`src/rtl/coh_pkg.sv`:
```
package coh_pkg;
  typedef enum logic [0:0] {C_IDLE = 1'b0, C_BUS = 1'b1} cstate_e;
endpackage

```
`src/rtl/coh_bus_arbiter.sv`:
```
module coh_bus_arbiter (
  input  logic       clk,
  input  logic       rst_n,
  input  logic [1:0] req,
  output logic [1:0] gnt
);
  logic prio_q, prio_d;
  logic tie;

  assign tie = &req;

  always_comb begin
    if (tie) gnt = prio_q ? 2'b10 : 2'b01;
    else     gnt = req;
    prio_d = tie ? ~prio_q : prio_q;
  end

  always_ff @(posedge clk or negedge rst_n) begin
    if (!rst_n)   prio_q <= 1'b0;
    else if (tie) prio_q <= prio_d;
  end

  p_one_grant_r9: assert property (@(posedge clk) disable iff (!rst_n)
    $onehot0(gnt));

  for (genvar g = 0; g < 2; g++) begin : g_chk
    p_grant_needs_req_r9: assert property (@(posedge clk) disable iff (!rst_n)
      gnt[g] |-> req[g]);
  end
endmodule

```
`src/rtl/coh_shared_mem.sv`:
```
module coh_shared_mem #(
  parameter int AW = 4,
  parameter int DW = 8
) (
  input  logic          clk,
  input  logic          rst_n,
  input  logic          wr_en,
  input  logic [AW-1:0] addr,
  input  logic [DW-1:0] wdata,
  output logic [DW-1:0] rdata
);
  localparam int WORDS = 1 << AW;
  logic [DW-1:0] mem_q [WORDS];

  assign rdata = mem_q[addr];

  for (genvar w = 0; w < WORDS; w++) begin : g_word
    always_ff @(posedge clk or negedge rst_n) begin
      if (!rst_n)                          mem_q[w] <= '0;
      else if (wr_en && addr == AW'(w))    mem_q[w] <= wdata;
    end
  end

  p_mem_write_r4: assert property (@(posedge clk) disable iff (!rst_n)
    wr_en |=> (mem_q[$past(addr)] == $past(wdata)));
endmodule

```
`src/rtl/coh_cache_ctrl.sv`:
```
module coh_cache_ctrl
  import coh_pkg::*;
#(
  parameter bit MY_ID = 1'b0,
  parameter int AW    = 4,
  parameter int DW    = 8,
  parameter int LINES = 4
) (
  input  logic          clk,
  input  logic          rst_n,
  input  logic          cpu_req,
  input  logic          cpu_we,
  input  logic [AW-1:0] cpu_addr,
  input  logic [DW-1:0] cpu_wdata,
  output logic          rsp_done,
  output logic          rsp_hit,
  output logic [DW-1:0] rsp_rdata,
  output logic          bus_req,
  input  logic          bus_gnt,
  output logic          rq_we,
  output logic [AW-1:0] rq_addr,
  output logic [DW-1:0] rq_wdata,
  input  logic          bus_valid,
  input  logic          bus_owner,
  input  logic          bus_we,
  input  logic [AW-1:0] bus_addr,
  input  logic [DW-1:0] mem_rdata
);
  localparam int IW = $clog2(LINES);
  localparam int TW = AW - IW;

  cstate_e st_q, st_d;
  logic          done_q, hit_q;
  logic [DW-1:0] rdata_q, rdata_d;
  logic [LINES-1:0] vld_q;
  logic [TW-1:0] tag_q [LINES];
  logic [DW-1:0] dat_q [LINES];

  logic [IW-1:0] lk_idx, snp_idx, rq_idx;
  logic lk_hit, accept, fast_hit, fill, snp_hit, done_d;

  assign lk_idx  = cpu_addr[IW-1:0];
  assign snp_idx = bus_addr[IW-1:0];
  assign rq_idx  = rq_addr[IW-1:0];
  assign lk_hit  = vld_q[lk_idx] && (tag_q[lk_idx] == cpu_addr[AW-1:IW]);
  assign snp_hit = bus_valid && bus_we && (bus_owner != MY_ID) &&
                   vld_q[snp_idx] && (tag_q[snp_idx] == bus_addr[AW-1:IW]);

  always_comb begin
    accept   = (st_q == C_IDLE) && cpu_req && !done_q;
    fast_hit = accept && !cpu_we && lk_hit;
    fill     = (st_q == C_BUS) && bus_gnt;
    done_d   = fast_hit || fill;
    st_d     = st_q;
    case (st_q)
      C_IDLE: if (accept && !fast_hit) st_d = C_BUS;
      C_BUS:  if (bus_gnt)             st_d = C_IDLE;
      default:                         st_d = C_IDLE;
    endcase
    if (fast_hit)   rdata_d = dat_q[lk_idx];
    else if (rq_we) rdata_d = rq_wdata;
    else            rdata_d = mem_rdata;
  end

  assign bus_req   = (st_q == C_BUS);
  assign rsp_done  = done_q;
  assign rsp_hit   = hit_q;
  assign rsp_rdata = rdata_q;

  always_ff @(posedge clk or negedge rst_n) begin
    if (!rst_n) begin
      st_q   <= C_IDLE;
      done_q <= 1'b0;
      hit_q  <= 1'b0;
    end else begin
      st_q   <= st_d;
      done_q <= done_d;
      hit_q  <= fast_hit;
    end
  end

  always_ff @(posedge clk) begin
    if (done_d) rdata_q <= rdata_d;
    if (accept) begin
      rq_we    <= cpu_we;
      rq_addr  <= cpu_addr;
      rq_wdata <= cpu_wdata;
    end
  end

  for (genvar i = 0; i < LINES; i++) begin : g_line
    logic own_fill, drop;
    assign own_fill = fill && (rq_idx == IW'(i));
    assign drop     = snp_hit && (snp_idx == IW'(i));
    always_ff @(posedge clk or negedge rst_n) begin
      if (!rst_n)        vld_q[i] <= 1'b0;
      else if (own_fill) vld_q[i] <= 1'b1;
      else if (drop)     vld_q[i] <= 1'b0;
    end
    always_ff @(posedge clk) begin
      if (own_fill) begin
        tag_q[i] <= rq_addr[AW-1:IW];
        dat_q[i] <= rq_we ? rq_wdata : mem_rdata;
      end
    end
  end

  p_snoop_clear_r5: assert property (@(posedge clk) disable iff (!rst_n)
    snp_hit |=> !vld_q[$past(snp_idx)]);
  p_own_keep_r6: assert property (@(posedge clk) disable iff (!rst_n)
    (bus_valid && bus_owner == MY_ID) |=> vld_q[$past(rq_idx)]);
  p_read_snoop_keep_r7: assert property (@(posedge clk) disable iff (!rst_n)
    (bus_valid && !bus_we && bus_owner != MY_ID && !bus_gnt) |=> (vld_q == $past(vld_q)));
  p_done_pulse_r11: assert property (@(posedge clk) disable iff (!rst_n)
    rsp_done |=> !rsp_done);
endmodule

```
`src/rtl/snoop_coh_pair.sv`:
```
module snoop_coh_pair #(
  parameter int AW    = 4,
  parameter int DW    = 8,
  parameter int LINES = 4
) (
  input  logic                clk,
  input  logic                rst_n,
  input  logic [1:0]          cpu_req,
  input  logic [1:0]          cpu_we,
  input  logic [1:0][AW-1:0]  cpu_addr,
  input  logic [1:0][DW-1:0]  cpu_wdata,
  output logic [1:0]          rsp_done,
  output logic [1:0]          rsp_hit,
  output logic [1:0][DW-1:0]  rsp_rdata
);
  logic [1:0]         breq, bgnt, rwe;
  logic [1:0][AW-1:0] raddr;
  logic [1:0][DW-1:0] rwdata;
  logic               bus_valid, bus_owner, bus_we;
  logic [AW-1:0]      bus_addr;
  logic [DW-1:0]      bus_wdata, mem_rdata;

  coh_bus_arbiter arb_i (.clk(clk), .rst_n(rst_n), .req(breq), .gnt(bgnt));

  assign bus_valid = |bgnt;
  assign bus_owner = bgnt[1];
  assign bus_we    = bus_valid && rwe[bus_owner];
  assign bus_addr  = raddr[bus_owner];
  assign bus_wdata = rwdata[bus_owner];

  coh_shared_mem #(.AW(AW), .DW(DW)) mem_i (
    .clk(clk), .rst_n(rst_n), .wr_en(bus_we), .addr(bus_addr),
    .wdata(bus_wdata), .rdata(mem_rdata));

  for (genvar c = 0; c < 2; c++) begin : g_cache
    coh_cache_ctrl #(.MY_ID(c[0]), .AW(AW), .DW(DW), .LINES(LINES)) cache_i (
      .clk(clk), .rst_n(rst_n),
      .cpu_req(cpu_req[c]), .cpu_we(cpu_we[c]), .cpu_addr(cpu_addr[c]),
      .cpu_wdata(cpu_wdata[c]), .rsp_done(rsp_done[c]), .rsp_hit(rsp_hit[c]),
      .rsp_rdata(rsp_rdata[c]), .bus_req(breq[c]), .bus_gnt(bgnt[c]),
      .rq_we(rwe[c]), .rq_addr(raddr[c]), .rq_wdata(rwdata[c]),
      .bus_valid(bus_valid), .bus_owner(bus_owner), .bus_we(bus_we),
      .bus_addr(bus_addr), .mem_rdata(mem_rdata));

    p_loser_next_r9: assert property (@(posedge clk) disable iff (!rst_n)
      (breq[c] && !bgnt[c]) |=> bgnt[c]);
  end
endmodule

```
`config.mk`:
```
export PLATFORM = sky130hd
export DESIGN_NAME = snoop_coh_pair
export DESIGN_NICKNAME = d
export VERILOG_FILES = /design/src/rtl/coh_pkg.sv /design/src/rtl/coh_bus_arbiter.sv /design/src/rtl/coh_shared_mem.sv /design/src/rtl/coh_cache_ctrl.sv /design/src/rtl/snoop_coh_pair.sv
export SDC_FILE = /design/constraint.sdc
export NUM_CORES = 1
export LEC_CHECK = 0
export ABC_AREA = 1
export CELL_PAD_IN_SITES_DETAIL_PLACEMENT = 0
export CELL_PAD_IN_SITES_GLOBAL_PLACEMENT = 1
export CORE_AREA = 2 2 159 161
export DETAILED_ROUTE_END_ITERATION = 10
export DIE_AREA = 0 0 161 163
export GPL_TIMING_DRIVEN = 0
export PLACE_DENSITY_LB_ADDON = 0.1
export SLEW_MARGIN = 0
export SYNTH_ARGS = -nofsm -noshare
export SYNTH_HDL_FRONTEND = slang
export SYNTH_SLANG_ARGS = --single-unit
```
`constraint.sdc`:
```
create_clock -name clk -period 5.14 [get_ports clk]
set_clock_uncertainty 0.2 [all_clocks]
set_input_delay 0.771 -clock clk [delete_from_list [all_inputs] [get_ports clk]]
set_output_delay 0.771 -clock clk [all_outputs]
set_load 0.01 [all_outputs]
```
Word-level counts from Yosys, hierarchy flattened
Memory sizes are Yosys's and may differ from the RTL's.
Cells that the tools add are included.
Widths: inputs -> output; s select.
{"block": "word_totals", "regBits": 185, "mem_bits_rw": 80, "output_inout_bits": 20, "wordCells": 266, "memories": 4}
{"block": "classes", "order_cmp": 5, "n_eq_ne": 28, "mux": 97, "n_bitwise": 5, "n_reduce_logical": 88}
{"name": "g_cache[0].cache_i.dat_q", "depth": 4, "width": 8, "rd": 1, "rd_clocked_by_memory_dff": 0, "wr": 1, "line_no": "coh_cache_ctrl.sv:37", "text": "logic [DW-1:0] dat_q [LINES];"}
{"name": "g_cache[1].cache_i.dat_q", "depth": 4, "width": 8, "rd": 1, "rd_clocked_by_memory_dff": 0, "wr": 1, "line_no": "coh_cache_ctrl.sv:37"}
{"name": "g_cache[0].cache_i.tag_q", "depth": 4, "width": 2, "rd": 2, "rd_clocked_by_memory_dff": 0, "wr": 1, "line_no": "coh_cache_ctrl.sv:36", "text": "logic [TW-1:0] tag_q [LINES];"}
{"name": "g_cache[1].cache_i.tag_q", "depth": 4, "width": 2, "rd": 2, "rd_clocked_by_memory_dff": 0, "wr": 1, "line_no": "coh_cache_ctrl.sv:36"}
{"operator": "$mux 8", "n": 14}
{"operator": "$logic_and 1x1->1", "n": 54}
{"operator": "$mux 1", "n": 54}
{"operator": "$reduce_or 8->1", "n": 6}
{"operator": "$mux 2", "n": 20}
{"operator": "$bmux 8 s4", "n": 1}
{"operator": "$eq 4x4->1 const B", "n": 8}
{"operator": "$eq 4x3->1 const B", "n": 4}
{"operator": "$reduce_bool 2->1", "n": 8}
{"operator": "$reduce_or 2->1", "n": 7}
{"operator": "$eq 2x2->1 const B", "n": 6}
{"operator": "$lt 2x3->1 const B", "n": 3}
{"operator": "$bmux 1 s2", "n": 4}
{"operator": "$eq 2x2->1", "n": 4}
{"operator": "$eq 4x2->1 const B", "n": 2}
{"operator": "$mux 4", "n": 2}
{"operator": "$eq 2x1->1 const B", "n": 3}
{"operator": "$logic_not 1->1", "n": 6}
{"operator": "$logic_not 2->1", "n": 3}
{"operator": "$ge 5x5->1 const B", "n": 1}
{"operator": "$not 4->5", "n": 1}
{"operator": "$eq 4x1->1 const B", "n": 1}
{"operator": "$logic_not 4->1", "n": 1}
{"operator": "$not 1->1", "n": 4}
{"operator": "4 further kinds", "n": 6}

Depth between registers and ports, before layout
Gate-level depths: netlist of the first run.
{"block": "logic_depth", "depth_word": 12, "depth_mapped": 16, "mapped_depth_nobuf": 15}

Hierarchy
Synthesis of the first run repeated with hierarchy kept, for this count alone.
{"block": "hier_totals", "cells_unflattened": 1444, "hier_area_um2": 12320.6}
{"mod": "coh_shared_mem", "instances": 1, "cells_per_inst": 830, "area_per_inst_um2": 6069.6}
{"mod": "coh_cache_ctrl (g_cache[1].cache_i)", "instances": 1, "cells_per_inst": 304, "area_per_inst_um2": 3104.2}
{"mod": "coh_cache_ctrl (g_cache[0].cache_i)", "instances": 1, "cells_per_inst": 254, "area_per_inst_um2": 2899.0}
{"mod": "snoop_coh_pair", "instances": 1, "cells_per_inst": 46, "area_per_inst_um2": 186.4}
{"mod": "coh_bus_arbiter", "instances": 1, "cells_per_inst": 10, "area_per_inst_um2": 61.3}

Least setup slack after synthesis of the first run
OpenSTA, ideal clock, no wires.
{"block": "synth_timing", "path_kind": "input to register", "start": "input port cpu_req[0]", "end": "register g_cache[0].cache_i.rdata_q[0], enable pin", "setup_time_ps": 332, "arrival_ps": 2710, "slack_ps": 1898, "cell_stages": 8, "cell_sequence": "inv_1 -> nor3_1 -> inv_1 -> nor2_1 -> nand2_1 -> nor2_1 -> nand3_1 -> nand2_1"}
{"block": "synth_via", "elab_chain_cells": 5}
{"item": "start: declaration", "line_no": "snoop_coh_pair.sv:8", "text": "input logic [1:0] cpu_req,"}
{"item": "$logic_and 1x1->1 (2 in a row)", "line_no": "coh_cache_ctrl.sv:50", "text": "accept = (st_q == C_IDLE) && cpu_req && !done_q;"}
{"item": "via g_cache[0].cache_i.accept", "line_no": "coh_cache_ctrl.sv:40", "text": "logic lk_hit, accept, fast_hit, fill, snp_hit, done_d;"}
{"item": "$logic_and 1x1->1 (2 in a row)", "line_no": "coh_cache_ctrl.sv:51", "text": "fast_hit = accept && !cpu_we && lk_hit;"}
{"item": "$logic_or 1x1->1", "line_no": "coh_cache_ctrl.sv:53", "text": "done_d = fast_hit || fill;"}
{"item": "via g_cache[0].cache_i.done_d", "line_no": "coh_cache_ctrl.sv:40"}
{"item": "end signal: assignment", "line_no": "coh_cache_ctrl.sv:83", "text": "if (done_d) rdata_q <= rdata_d;"}
{"item": "end: declaration", "line_no": "coh_cache_ctrl.sv:34", "text": "logic [DW-1:0] rdata_q, rdata_d;"}
The timed path passes the listed nets, and every way through them passes these cells.
A chain may end at the register's enable or synchronous reset.

Worst setup path in the final report of the first run
{"block": "layout_timing", "start": "register g_cache[0].cache_i.st_q", "end": "memory g_cache[1].cache_i.dat_q[0][6], data pin"}
{"block": "layout_via", "elab_chain_cells": 12, "elab_cells_between_ends": 21, "classes_between": "14 x mux; 1 x bitwise; 6 x reduce/logical"}
{"item": "start: declaration", "line_no": "coh_cache_ctrl.sv:32", "text": "cstate_e st_q, st_d;"}
{"item": "start signal: assignment", "line_no": "coh_cache_ctrl.sv:76", "text": "st_q <= st_d;"}
{"item": "$reduce_and 2->1 *", "line_no": "coh_bus_arbiter.sv:10", "text": "assign tie = &req;"}
{"item": "$mux 2 *", "line_no": "coh_bus_arbiter.sv:13", "text": "if (tie) gnt = prio_q ? 2'b10 : 2'b01;"}
{"item": "$mux 4 (implied by the code) (2 in a row)", "line_no": "snoop_coh_pair.sv:28", "text": "assign bus_addr = raddr[bus_owner];"}
{"item": "$not 4->5 (implied by the code)", "line_no": "coh_shared_mem.sv:15", "text": "assign rdata = mem_q[addr];"}
{"item": "$bmux 8 s4", "line_no": "coh_shared_mem.sv:15"}
{"item": "$mux 8 (implied by the code) (2 in a row)", "line_no": "coh_shared_mem.sv:15"}
{"item": "$mux 8", "line_no": "coh_cache_ctrl.sv:103", "text": "dat_q[i] <= rq_we ? rq_wdata : mem_rdata;"}
{"item": "$mux 8 (no line) (2 in a row)"}
{"item": "$mux 8 (no line) *"}
{"item": "end: declaration", "line_no": "coh_cache_ctrl.sv:37"}
Mark *: on every way between the ends. The rest lies on a longest branch, timed or not. The select of a mux whose other input is x is not followed.

==> metrics.md, run 1 <==
| Metric | Value |
|---|---|
| Outcome | `finished with violations` |
| Total track usage | `25.5%` |
| Postcts setup bufs | `0` |
| # rows | `58` |
| Core ar. | `0.0247 mm^2` |
| Main area contributors after synthesis | `edfxtp_1 (29%), dfrtp_1 (29%), nand2_1 (13%)` |
| Drc violations | `0` |
| Post-Route WL | `33.0 mm` |
| DR vias/cell | `5.39` |
| Pre-Repair DR Iteration Count | `4` |
| Synth Flop Type | `dfrtp_1` |
| Peak supply drop | `0.293 mV` |
| CP Class | `reg -> reg` |
| Die W | `approximately 160 um` |
| Hold Violations, Final | `4` |
| GRT overflow | `0` |
| TritonCTS clock tree | `done` |
| Warning count from the yosys run | `0` |
| Startpoint Class | `register` |
| WP data arrival | `between 3 and 4 ns` |
| Unrepaired setup endpoints after global routing | `false` |
| Final period util | `68.9%` |
| Vias in the first global route | `~8900` |
| Post-route cell area | `0.0145 mm^2` |
| Flops & latches, synth | `roughly 270` |
| Clk sink count | `265` |
| Initial antenna violation count | `0` |
| Diode count | `0` |
| Clock-pin slew on the worst setup and hold paths | `0.07 ns` |
| Ys async rst share | `54.0%` |
| H-tree levels | `1` |
| EDFF count, synth | `between 100 and 150` |
| Die Y | `between 150 and 200 um` |
| Vias | `9134` |
| HPWL Detailed | `between 20 and 25 mm` |
| CP Capture Type | `register` |
| Post-route ant nets | `0` |
| Clk_lat worst skew | `0.55 ns` |
| Synth Cell Area | `0.0125 mm^2` |
| Top cell type's share of synthesized area | `29.3%` |
| Yosys cell types | `31` |
| Post-synthesis sequential area ratio | `57.9%` |
| Fmax | `about 0.28 GHz` |
| Drt wl/cell | `19.5 um` |
| Largest net degree at the start of global routing | `82` |
| Clock Path Buffers | `3` |
| RePlAce Congestion | `0.904` |
| Top Ports | `50` |
| Top post-synthesis cells by count | `nand2_1 (433), dfrtp_1 (143), edfxtp_1 (122)` |
| Power per cell area | `roughly 630 mW/mm^2` |
| Final #Nets | `1372` |
| Largest area contributor in the netlist | `edfxtp_1` |
| Synthesized area per cell | `9.99 um^2` |
| Syn nets | `about 1300` |
| Layout cell share with drive strength beyond 1 | `17.7%` |
| Area Overhead vs Synth | `16.0%` |
| Worst EP required | `5.14 ns` |
| Setup total negative slack | `0 ns` |
| PostCTS Resize Cnt | `0` |
| Mapped Cells | `1252` |
| Failing checks | `negative hold slack` |
| CTS root buf | `clkbuf_16` |
| Hold slack | `-0.00770 ns` |
| Starting Density | `50.7%` |
| Die area | `0.0262 mm^2` |
| Port Buffers | `49` |
| Crit path max fanout | `10` |
| Final Max Slew Viols | `0` |
| CTS Buf Count | `28` |
| Worst hold path class | `in -> async` |
| Hold buffer count at CTS | `0` |
| Slew at the pin with the worst max-slew slack | `1.37 ns` |
| Number of max-cap violations | `0` |
| Final setup violation count | `0` |
| Slew Limit Headroom | `7.62%` |
| First-iteration detailed-routing DRC count | `660` |
| Final min period | `3.54 ns` |
| Placed cell area | `0.0136 mm^2` |
| First-pass GRT wire length | `50.9 mm` |
| Most frequent cell after synthesis | `nand2_1` |
| Lkg Pwr | `6.44 nW` |
==> power breakdown <==
group | switching [mW] | leakage (nW) | internal (mW)
sequential | 0.332 | 2.93 | 3.11
combinational | 2.43 | 3.04 | 1.22
clock | 0.828 | 0.462 | 1.18
==> worst paths after layout <==
kind,startpoint,endpoint,slack [ns],depth (start not counted)
max,g_cache[0].cache_i.bus_req,g_cache[1].cache_i.dat_q[0][6],1.60,12
min,rst_n,mem_i.mem_q[85],-0.008,1
min in group clk,mem_i.mem_q[116],mem_i.mem_q[116],0.29,1
max reg2reg,g_cache[0].cache_i.bus_req,g_cache[1].cache_i.dat_q[0][6],1.60,12
min reg2reg,mem_i.mem_q[116],mem_i.mem_q[116],0.29,1
max in group asynchronous,rst_n,mem_i.mem_q[29],3.92,2
==> through the flow <==
step / util (%) / power [mW] / std cells / hold WS, ns / worst slack [ns]
6_report: 58.8 / 9.10 / 1694 / -0.00770 / 1.60
5_1_grt: 58.8 / 9.65 / 1694 / 0.0300 / 1.44
4_1_cts: 58.8 / 9.14 / 1694 / 0.0169 / 1.64
3_5_place_dp: 55.1 / 7.11 / 1642 / 0.280 / 1.30
3_3_place_gp: 54.3 / 6.99 / 1631 / 0.269 / -2.94
2_1_floorplan: - / 5.75 / 1252 / 0.258 / 1.90
==> logic make-up (layout without fill, tap and decap cells) <==
group / after synthesis / in the layout / share of synthesized area, %
DFF: 265 / 265 / 57.9
and+or+nand+nor: 641 / 641 / 22.5
buffers and inverters: 118 / 230 / 3.84
muxes: 120 / 120 / 10.8
xor gates and xnor gates: 2 / 2 / 0.140
AOI/OAI and AO/OA: 106 / 106 / 4.80
==> layout make-up <==
| type | instances | area (um^2) |
|---|---|---|
| Buffer | 61 | 262 |
| Timing Repair Buffer | 60 | 624 |
| Tap cell | 330 | 413 |
| Clock buffer | 42 | 840 |
| Inverter | 57 | 219 |
| Clock inverter | 10 | 86.3 |
| Fill cell | 2141 | 10200 |
| Sequential cell | 265 | 7240 |
| Multi-Input combinational cell | 869 | 4820 |
==> critical path: stages, from the launching register on <==
cell	delay, ns
dfrtp_1	0.44
nand2_1	0.13
nand3_1	0.26
buf_2	0.31
buf_1	0.34
nand3_1	0.18
nand2_1	0.09
nand2_1	0.06
nand2_1	0.07
nand2_1	0.10
nand2_1	0.09
nor2_1	0.53
a21boi_0	0.39
==> per-layer routing <==
layer	wire length (um)	up-vias	GRT usage, %	part of all wire [%]
met2	15800	224	43.7	48
met3	1520	58	3.23	4.6
li1	-	4375	-	-
met5	0	-	0	0
met1	14800	4477	34.4	45
met4	929	0	7.55	2.8
==> sequential cells by signal, summed over array words and instances, names as in the netlist <==
| name | flops |
|---|---|
| g_cache.cache_i.rsp_done | 2 |
| g_cache.cache_i.rsp_rdata | 16 |
| g_cache.cache_i.rq_addr | 8 |
| g_cache.cache_i.dat_q | 64 |
| g_cache.cache_i.bus_req | 2 |
| mem_i.mem_q | 128 |
| g_cache.cache_i.tag_q | 16 |
| arb_i.prio_q | 1 |
| g_cache.cache_i.vld_q | 8 |
| g_cache.cache_i.rsp_hit | 2 |
| g_cache.cache_i.rq_wdata | 16 |
| g_cache.cache_i.rq_we | 2 |
==> cells in the final DEF, fill, tap and decap left out, types with 9 or more instances in the layout <==
cell and n:
nand2_1 433, buf_2 11, nor2_4 11, nand3_1 98, clkdlybuf4s50_1 48, mux2_2 115, edfxtp_1 122, o22ai_1 21
inv_1 46, clkbuf_16 30, a21boi_0 16, nor2_1 58, buf_1 13, dfrtp_1 143, o21ai_0 57, clkbuf_1 39
buf_6 9
Note: power is estimated with default switching activity, not from simulation.
==> inputs of run 2 (changes only) <==
--- a/config.mk
+++ b/config.mk
@@ -8,9 +8,9 @@
 export ABC_AREA = 1
 export CELL_PAD_IN_SITES_DETAIL_PLACEMENT = 0
 export CELL_PAD_IN_SITES_GLOBAL_PLACEMENT = 1
-export CORE_AREA = 2 2 159 161
+export CORE_AREA = 2 2 172 174
 export DETAILED_ROUTE_END_ITERATION = 10
-export DIE_AREA = 0 0 161 163
+export DIE_AREA = 0 0 174 176
 export GPL_TIMING_DRIVEN = 0
 export PLACE_DENSITY_LB_ADDON = 0.1
 export SLEW_MARGIN = 0
==> constraint.sdc (replaced) <==
create_clock -name clk -period 3.1 [get_ports clk]
set_clock_uncertainty 0.2 [all_clocks]
set_input_delay 0.465 -clock clk [delete_from_list [all_inputs] [get_ports clk]]
set_output_delay 0.465 -clock clk [all_outputs]
set_load 0.01 [all_outputs]
==> metrics.md, run 2 (synthesis gave the netlist of run 1 again) <==
| Metric | Value |
|---|---|
| R2r setup slk | `0.13 ns (-1.47 ns)` |
| Die Y | `176 um (+8.0%)` |
| Largest net degree at the start of global routing | `52 (-37%)` |
| Port Buffers | `49 (unchanged)` |
| Finished Layout Cells | `1751 (+3.4%)` |
| Post-Route WL | `35.1 mm (+6.4%)` |
| Clk_lat worst skew | `0.55 ns (about the same)` |
| WP data arrival | `2.94 ns (-0.60 ns)` |
| Die area | `0.0306 mm^2 (+17%)` |
| Setup WS post-layout | `0.125 ns (-1.47 ns)` |
| Slew at the pin with the worst max-slew slack | `1.12 ns (-0.256 ns)` |
| Crit path max fanout | `11 (+1)` |
| GRT overflow | `0 (unchanged)` |
| TritonCTS clock tree | `done` |
| First-iteration detailed-routing DRC count | `642 (-2.7%)` |
| DR vias/cell | `5.24 (-2.8%)` |
| Vias | `9175 (+0.45%)` |
| Final period util | `96.0% (+27 points)` |
| Layout fillers | `2674 (+25%)` |
| Setup crit end | `g_cache[1].cache_i.dat_q[2][7]` |
| Crit path launch | `g_cache[1].cache_i.bus_req` |
| Clock Path Buffers | `3 (unchanged)` |
| RePlAce Congestion | `0.840 (-7.1%)` |
| Worst reg2reg endpoint | `g_cache[1].cache_i.dat_q[2][7]` |
| Postcts setup bufs | `0 (unchanged)` |
| Worst hold path class | `in -> async` |
| Total track usage | `23.2% (-2.3 points)` |
| Post-route cell area | `0.0147 mm^2 (+1.4%)` |
| Routed met2 length | `16.8 mm (+6.4%)` |
| Switch share | `39.7% (+0.25 points)` |
| Slew Limit Headroom | `25.4% (+18 points)` |
| Die W | `174 um (+8.1%)` |
| CP Capture Type | `register` |
| Top Ports | `50 (unchanged)` |
| Vias in the first global route | `9014 (+1.3%)` |
| CTS Buf Count | `29 (+3.6%)` |
| Starting Density | `43.8% (-6.9 points)` |
| Pint | `9.31 mW (+69%)` |
| Power per cell area | `1050 mW/mm^2 (+67%)` |
| Placed cell count | `1697 (+3.3%)` |
| Layout cell share with drive strength beyond 1 | `19.5% (+1.8 points)` |
| Core ar. | `0.0285 mm^2 (+16%)` |
| CTS root buf | `clkbuf_16` |
| Fmax | `0.336 GHz (+19%)` |
| Final #Nets | `1375 (+0.22%)` |
| Worst R2R Path Depth | `4 (-8)` |
| Setup total negative slack | `0 ns (unchanged)` |
| Net Sw Power | `6.13 mW (+71%)` |
| Pre-Repair DR Iteration Count | `5 (+1)` |
| Startpoint Class | `register` |
| Post-route ant nets | `0 (unchanged)` |
| Reg with most FFs | `mem_i.mem_q` |
| H-tree levels | `1 (unchanged)` |
| Number of max-cap violations | `0 (unchanged)` |
| Highest metal used | `met4` |
| Final min period | `2.97 ns (-0.566 ns)` |
| Final setup violation count | `0 (unchanged)` |
| Commonest non-fill, non-tap cells in the layout | `nand2_1 (432), dfrtp_1 (143), edfxtp_1 (122)` |
| Reg2reg start | `g_cache[1].cache_i.bus_req` |
| Peak supply drop | `0.612 mV (+110%)` |
| Hold Violations, Final | `0 (-4)` |
| Drt wl/cell | `20.1 um (+3.0%)` |
| Clock share of power | `22.2% (about the same)` |
| CP Class | `reg -> reg` |
| Outcome | `finished, final reports clean` |
| Largest register FFs | `128 (unchanged)` |
| Combinational group share of total power | `40.8% (+0.7 points)` |
| Clk sink count | `265 (unchanged)` |
| Placed cell area | `0.0137 mm^2 (+0.70%)` |
| Reg power frac | `37.0% (-0.8 points)` |
| Initial antenna violation count | `0 (unchanged)` |
| Clock-pin slew on the worst setup and hold paths | `0.06 ns (about the same)` |
| Diode count | `0 (unchanged)` |
| Met3 Routed Length | `1.78 mm (+17%)` |
| Unrepaired setup endpoints after global routing | `false` |
| Area Overhead vs Synth | `17.6%` |
| Drc violations | `0 (unchanged)` |
| Largest regs | `mem_i.mem_q x128, g_cache.cache_i.dat_q x64` |
| Pre-CTS setup slack | `-0.426 ns (-1.72 ns)` |
| Most common cell after layout, fill and taps aside | `nand2_1` |
| Worst EP required | `3.06 ns (-2.08 ns)` |
| Final Max Slew Viols | `0 (unchanged)` |
| Met1 WL | `15.7 mm (+6.1%)` |
| HPWL Detailed | `25.0 mm (+6.8%)` |
| Lkg Pwr | `6.51 nW (+1.0%)` |
| # rows | `62 (+6.9%)` |
| First-pass GRT wire length | `54.1 mm (+6.2%)` |
## run 2: changes by cell type in the layout (fill, tap and decap cells not counted), sizes merged
cell / change
clkinvlp: +4
buf: -2
bufinv: +2
clkbuf: -1
dlygate4sd3: +1
inv: -1
## run 2: routing by layer
metal	up-vias	global-route usage, %
li1	4383	-
met1	4509	31.5
met2	232	39.2
met3	51	3.29
met4	0	6.55
met5	-	0
## run 2: power by group through the flow
stage	clock [mW]	combinational [mW]	sequential [mW]
after global routing	3.63	6.89	5.86
after global placement	0	5.98	5.74
after floorplan	0	3.88	5.66
after detailed placement	0	6.13	5.76
after CTS	3.50	6.23	5.70
final	3.42	6.30	5.71
## run 2: layout make-up
type	instances	area, um^2	share of cell area, %
Timing Repair Buffer	62	662	4.50
Inverter	57	219	1.49
Clock buffer	38	790	5.37
Multi-Input combinational cell	869	4880	33.2
Tap cell	384	480	3.27
Buffer	61	285	1.94
Sequential cell	265	7240	49.2
Clock inverter	15	151	1.03
## run 2: stage by stage
stage	hold slack [ns]	util, %	power [mW]
CTS	0.221	51.4	15.4
floorplan	-0.0306	-	9.54
detailed placement	0.238	47.9	11.9
finish	0.212	51.5	15.4
global placement	0.268	47.2	11.7
global route	0.251	51.5	16.4
## run 2: how the worst min path moves through the flow
stage	startpoint	to	slack [ns]	cells after the start
4_1_cts	rst_n	mem_i.mem_q[85]	0.22	2
5_1_grt	rst_n	mem_i.mem_q[85]	0.25	2
2_1_floorplan	rst_n	arb_i.prio_q	-0.03	0
6_report	rst_n	mem_i.mem_q[85]	0.21	2
3_3_place_gp	mem_i.mem_q[21]	mem_i.mem_q[21]	0.27	1
3_5_place_dp	rst_n	mem_i.mem_q[85]	0.24	1
## run 2: timing repair
action,4_1_cts,5_1_grt
hold endpoints to repair,50,0
pin swaps,0,0
hold buffers,1,0
endpoints found under the setup margin,90,136
gates resized for setup,26,33
## run 2: critical path, stage by stage, from the launching register on
cell and delay (ns):
dfrtp_1 0.50, nand3_1 0.34, buf_2 0.33, buf_1 0.29, nor2_1 0.91
==> inputs of run 3 (changes only) <==
--- a/config.mk
+++ b/config.mk
@@ -8,9 +8,9 @@
 export ABC_AREA = 1
 export CELL_PAD_IN_SITES_DETAIL_PLACEMENT = 0
 export CELL_PAD_IN_SITES_GLOBAL_PLACEMENT = 1
-export CORE_AREA = 2 2 172 174
+export CORE_AREA = 2 2 165 167
 export DETAILED_ROUTE_END_ITERATION = 10
-export DIE_AREA = 0 0 174 176
+export DIE_AREA = 0 0 167 169
 export GPL_TIMING_DRIVEN = 0
 export PLACE_DENSITY_LB_ADDON = 0.1
 export SLEW_MARGIN = 0
==> constraint.sdc (replaced) <==
create_clock -name clk -period 3.35 [get_ports clk]
set_clock_uncertainty 0.2 [all_clocks]
set_input_delay 0.5025 -clock clk [delete_from_list [all_inputs] [get_ports clk]]
set_output_delay 0.5025 -clock clk [all_outputs]
set_load 0.01 [all_outputs]
==> metrics.md, run 3 (synthesis gave the netlist of run 1 again) <==
| Metric | Value |
|---|---|
| Starting Density | `47.2% (+3.4 points)` |
| Die Y | `169 um (-4.0%)` |
| Lkg Pwr | `6.49 nW (-0.25%)` |
| Clk_lat worst skew | `0.56 ns (about the same)` |
| Peak supply drop | `0.451 mV (-26%)` |
| Slew Limit Headroom | `3.07% (-22 points)` |
| Post-route cell area | `0.0146 mm^2 (-0.92%)` |
| Slew at the pin with the worst max-slew slack | `1.44 ns (+0.323 ns)` |
| H-tree levels | `1 (unchanged)` |
| Worst R2R Path Depth | `6 (+2)` |
| Post-Route WL | `35.1 mm (-0.17%)` |
| Diode count | `0 (unchanged)` |
| Core Util, Final | `55.0% (+3.5 points)` |
| Core ar. | `0.0265 mm^2 (-7.2%)` |
| Largest register FFs | `128 (unchanged)` |
| Drc violations | `0 (unchanged)` |
| TritonCTS clock tree | `done` |
| WP data arrival | `3.53 ns (+0.59 ns)` |
| HPWL Detailed | `24.5 mm (-1.9%)` |
| Setup total negative slack | `0 ns (unchanged)` |
| Clock-pin slew on the worst setup and hold paths | `0.06 ns (about the same)` |
| Number of max-cap violations | `0 (unchanged)` |
| Post-route ant nets | `0 (unchanged)` |
| Crit path max fanout | `10 (-1)` |
| Total track usage | `24.9% (+1.7 points)` |
| Pre-CTS setup slack | `-0.247 ns (+0.178 ns)` |
| R2r setup slk | `0.10 ns (-0.02 ns)` |
| Port Buffers | `49 (unchanged)` |
| Vias | `9191 (+0.17%)` |
| CTS root buf | `clkbuf_16` |
| Clk sink count | `265 (unchanged)` |
| Placed cell count | `1653 (-2.6%)` |
| Final setup violation count | `0 (unchanged)` |
| Placed cell area | `0.0136 mm^2 (-0.59%)` |
| Finished Layout Cells | `1708 (-2.5%)` |
| Fmax | `0.308 GHz (-8.4%)` |
| Final #Nets | `1375 (unchanged)` |
| Final Max Slew Viols | `0 (unchanged)` |
| Worst EP required | `3.63 ns (+0.57 ns)` |
| GRT overflow | `0 (unchanged)` |
| Reg2reg start | `g_cache[0].cache_i.bus_req` |
| Reg with most FFs | `mem_i.mem_q` |
| Die area | `0.0282 mm^2 (-7.8%)` |
| Largest net degree at the start of global routing | `86 (+65%)` |
| Startpoint Class | `register` |
| Hold slack | `0.270 ns (+0.0586 ns)` |
| Worst reg2reg endpoint | `mem_i.mem_q[13]` |
| Worst hold path class | `in -> async` |
| Pre-Repair DR Iteration Count | `5 (unchanged)` |
| Power, Total | `14.2 mW (-7.8%)` |
| Largest regs | `mem_i.mem_q x128, g_cache.cache_i.dat_q x64` |
| Unrepaired setup endpoints after global routing | `false` |
| First-pass GRT wire length | `53.8 mm (-0.41%)` |
| First-iteration detailed-routing DRC count | `618 (-3.7%)` |
| DR vias/cell | `5.38 (+2.7%)` |
| Setup WS post-layout | `0.101 ns (-0.0243 ns)` |
| RePlAce Congestion | `0.861 (+2.5%)` |
| CTS Buf Count | `29 (unchanged)` |
| Layout cell share with drive strength beyond 1 | `18.8% (-0.73 points)` |
| Most common cell after layout, fill and taps aside | `nand2_1` |
| CP Class | `reg -> reg` |
| Power per cell area | `976 mW/mm^2 (-7.0%)` |
| Top Ports | `50 (unchanged)` |
| Final period util | `97.0% (+1.0 points)` |
| Hold Violations, Final | `0 (unchanged)` |
| Clock Path Buffers | `3 (unchanged)` |
| Commonest non-fill, non-tap cells in the layout | `nand2_1 (433), dfrtp_1 (143), edfxtp_1 (122)` |
| Final min period | `3.25 ns (+0.274 ns)` |
| Die W | `167 um (-4.0%)` |
| Vias in the first global route | `9133 (+1.3%)` |
| Outcome | `finished, final reports clean` |
| # rows | `60 (-3.2%)` |
| Drt wl/cell | `20.5 um (+2.3%)` |
| Initial antenna violation count | `0 (unchanged)` |
| Area Overhead vs Synth | `16.6%` |
| CP Capture Type | `register` |
## run 3: cell types whose count changed in the layout (fill, tap and decap cells not counted), sizes merged
cell,change
clkinv,+4
buf,-3
clkbuf,+2
bufinv,+1
clkinvlp,-4
## run 3: metal layers
layer,track usage [%],up-vias,share of wire [%]
met2,41.3,250,47
li1,-,4379,-
met5,0,-,0
met4,8.13,0,3.0
met1,34.6,4508,45
met3,2.78,54,4.6
## run 3: layout make-up
cell class,count,area [um^2]
Buffer,61,277
Timing Repair Buffer,62,642
Inverter,57,219
Fill cell,2411,11900
Sequential cell,265,7240
Tap cell,341,427
Multi-Input combinational cell,869,4840
Clock inverter,16,180
Clock buffer,37,756
## run 3: worst max path at each step
stage	from	endpoint	slack, ns
after floorplan	cpu_req[0]	g_cache[0].cache_i.rsp_rdata[0]	0.38
after global placement	rst_n	g_cache[0].cache_i.rsp_hit	-4.69
after detailed placement	cpu_addr[0]	g_cache[0].cache_i.rsp_rdata[7]	-0.25
after CTS	g_cache[0].cache_i.bus_req	g_cache[1].cache_i.dat_q[2][1]	0.04
after global routing	arb_i.prio_q	g_cache[0].cache_i.dat_q[1][2]	0.02
final	g_cache[0].cache_i.bus_req	mem_i.mem_q[13]	0.10
## run 3: critical path, cell delays in order, from the launching register on
cell and delay (ns):
dfrtp_1 0.44, nand2_1 0.13, nand2_2 0.12, buf_2 0.22, o21ai_0 1.10, clkbuf_1 0.69
mux2_2 0.28
## run 3: power by group
group / internal [mW] / leakage, nW / switching, mW
registers: 4.77 / 2.93 / 0.515
logic: 1.92 / 3.09 / 3.82
clock network: 1.89 / 0.463 / 1.31
total: 8.58 / 6.49 / 5.64
## run 3: what timing repair did
item	in CTS	in global routing
gates resized for setup	7	20
hold endpoints to repair	58	0
setup buffers	0	0
hold buffers	1	0
endpoints found under the setup margin	44	56
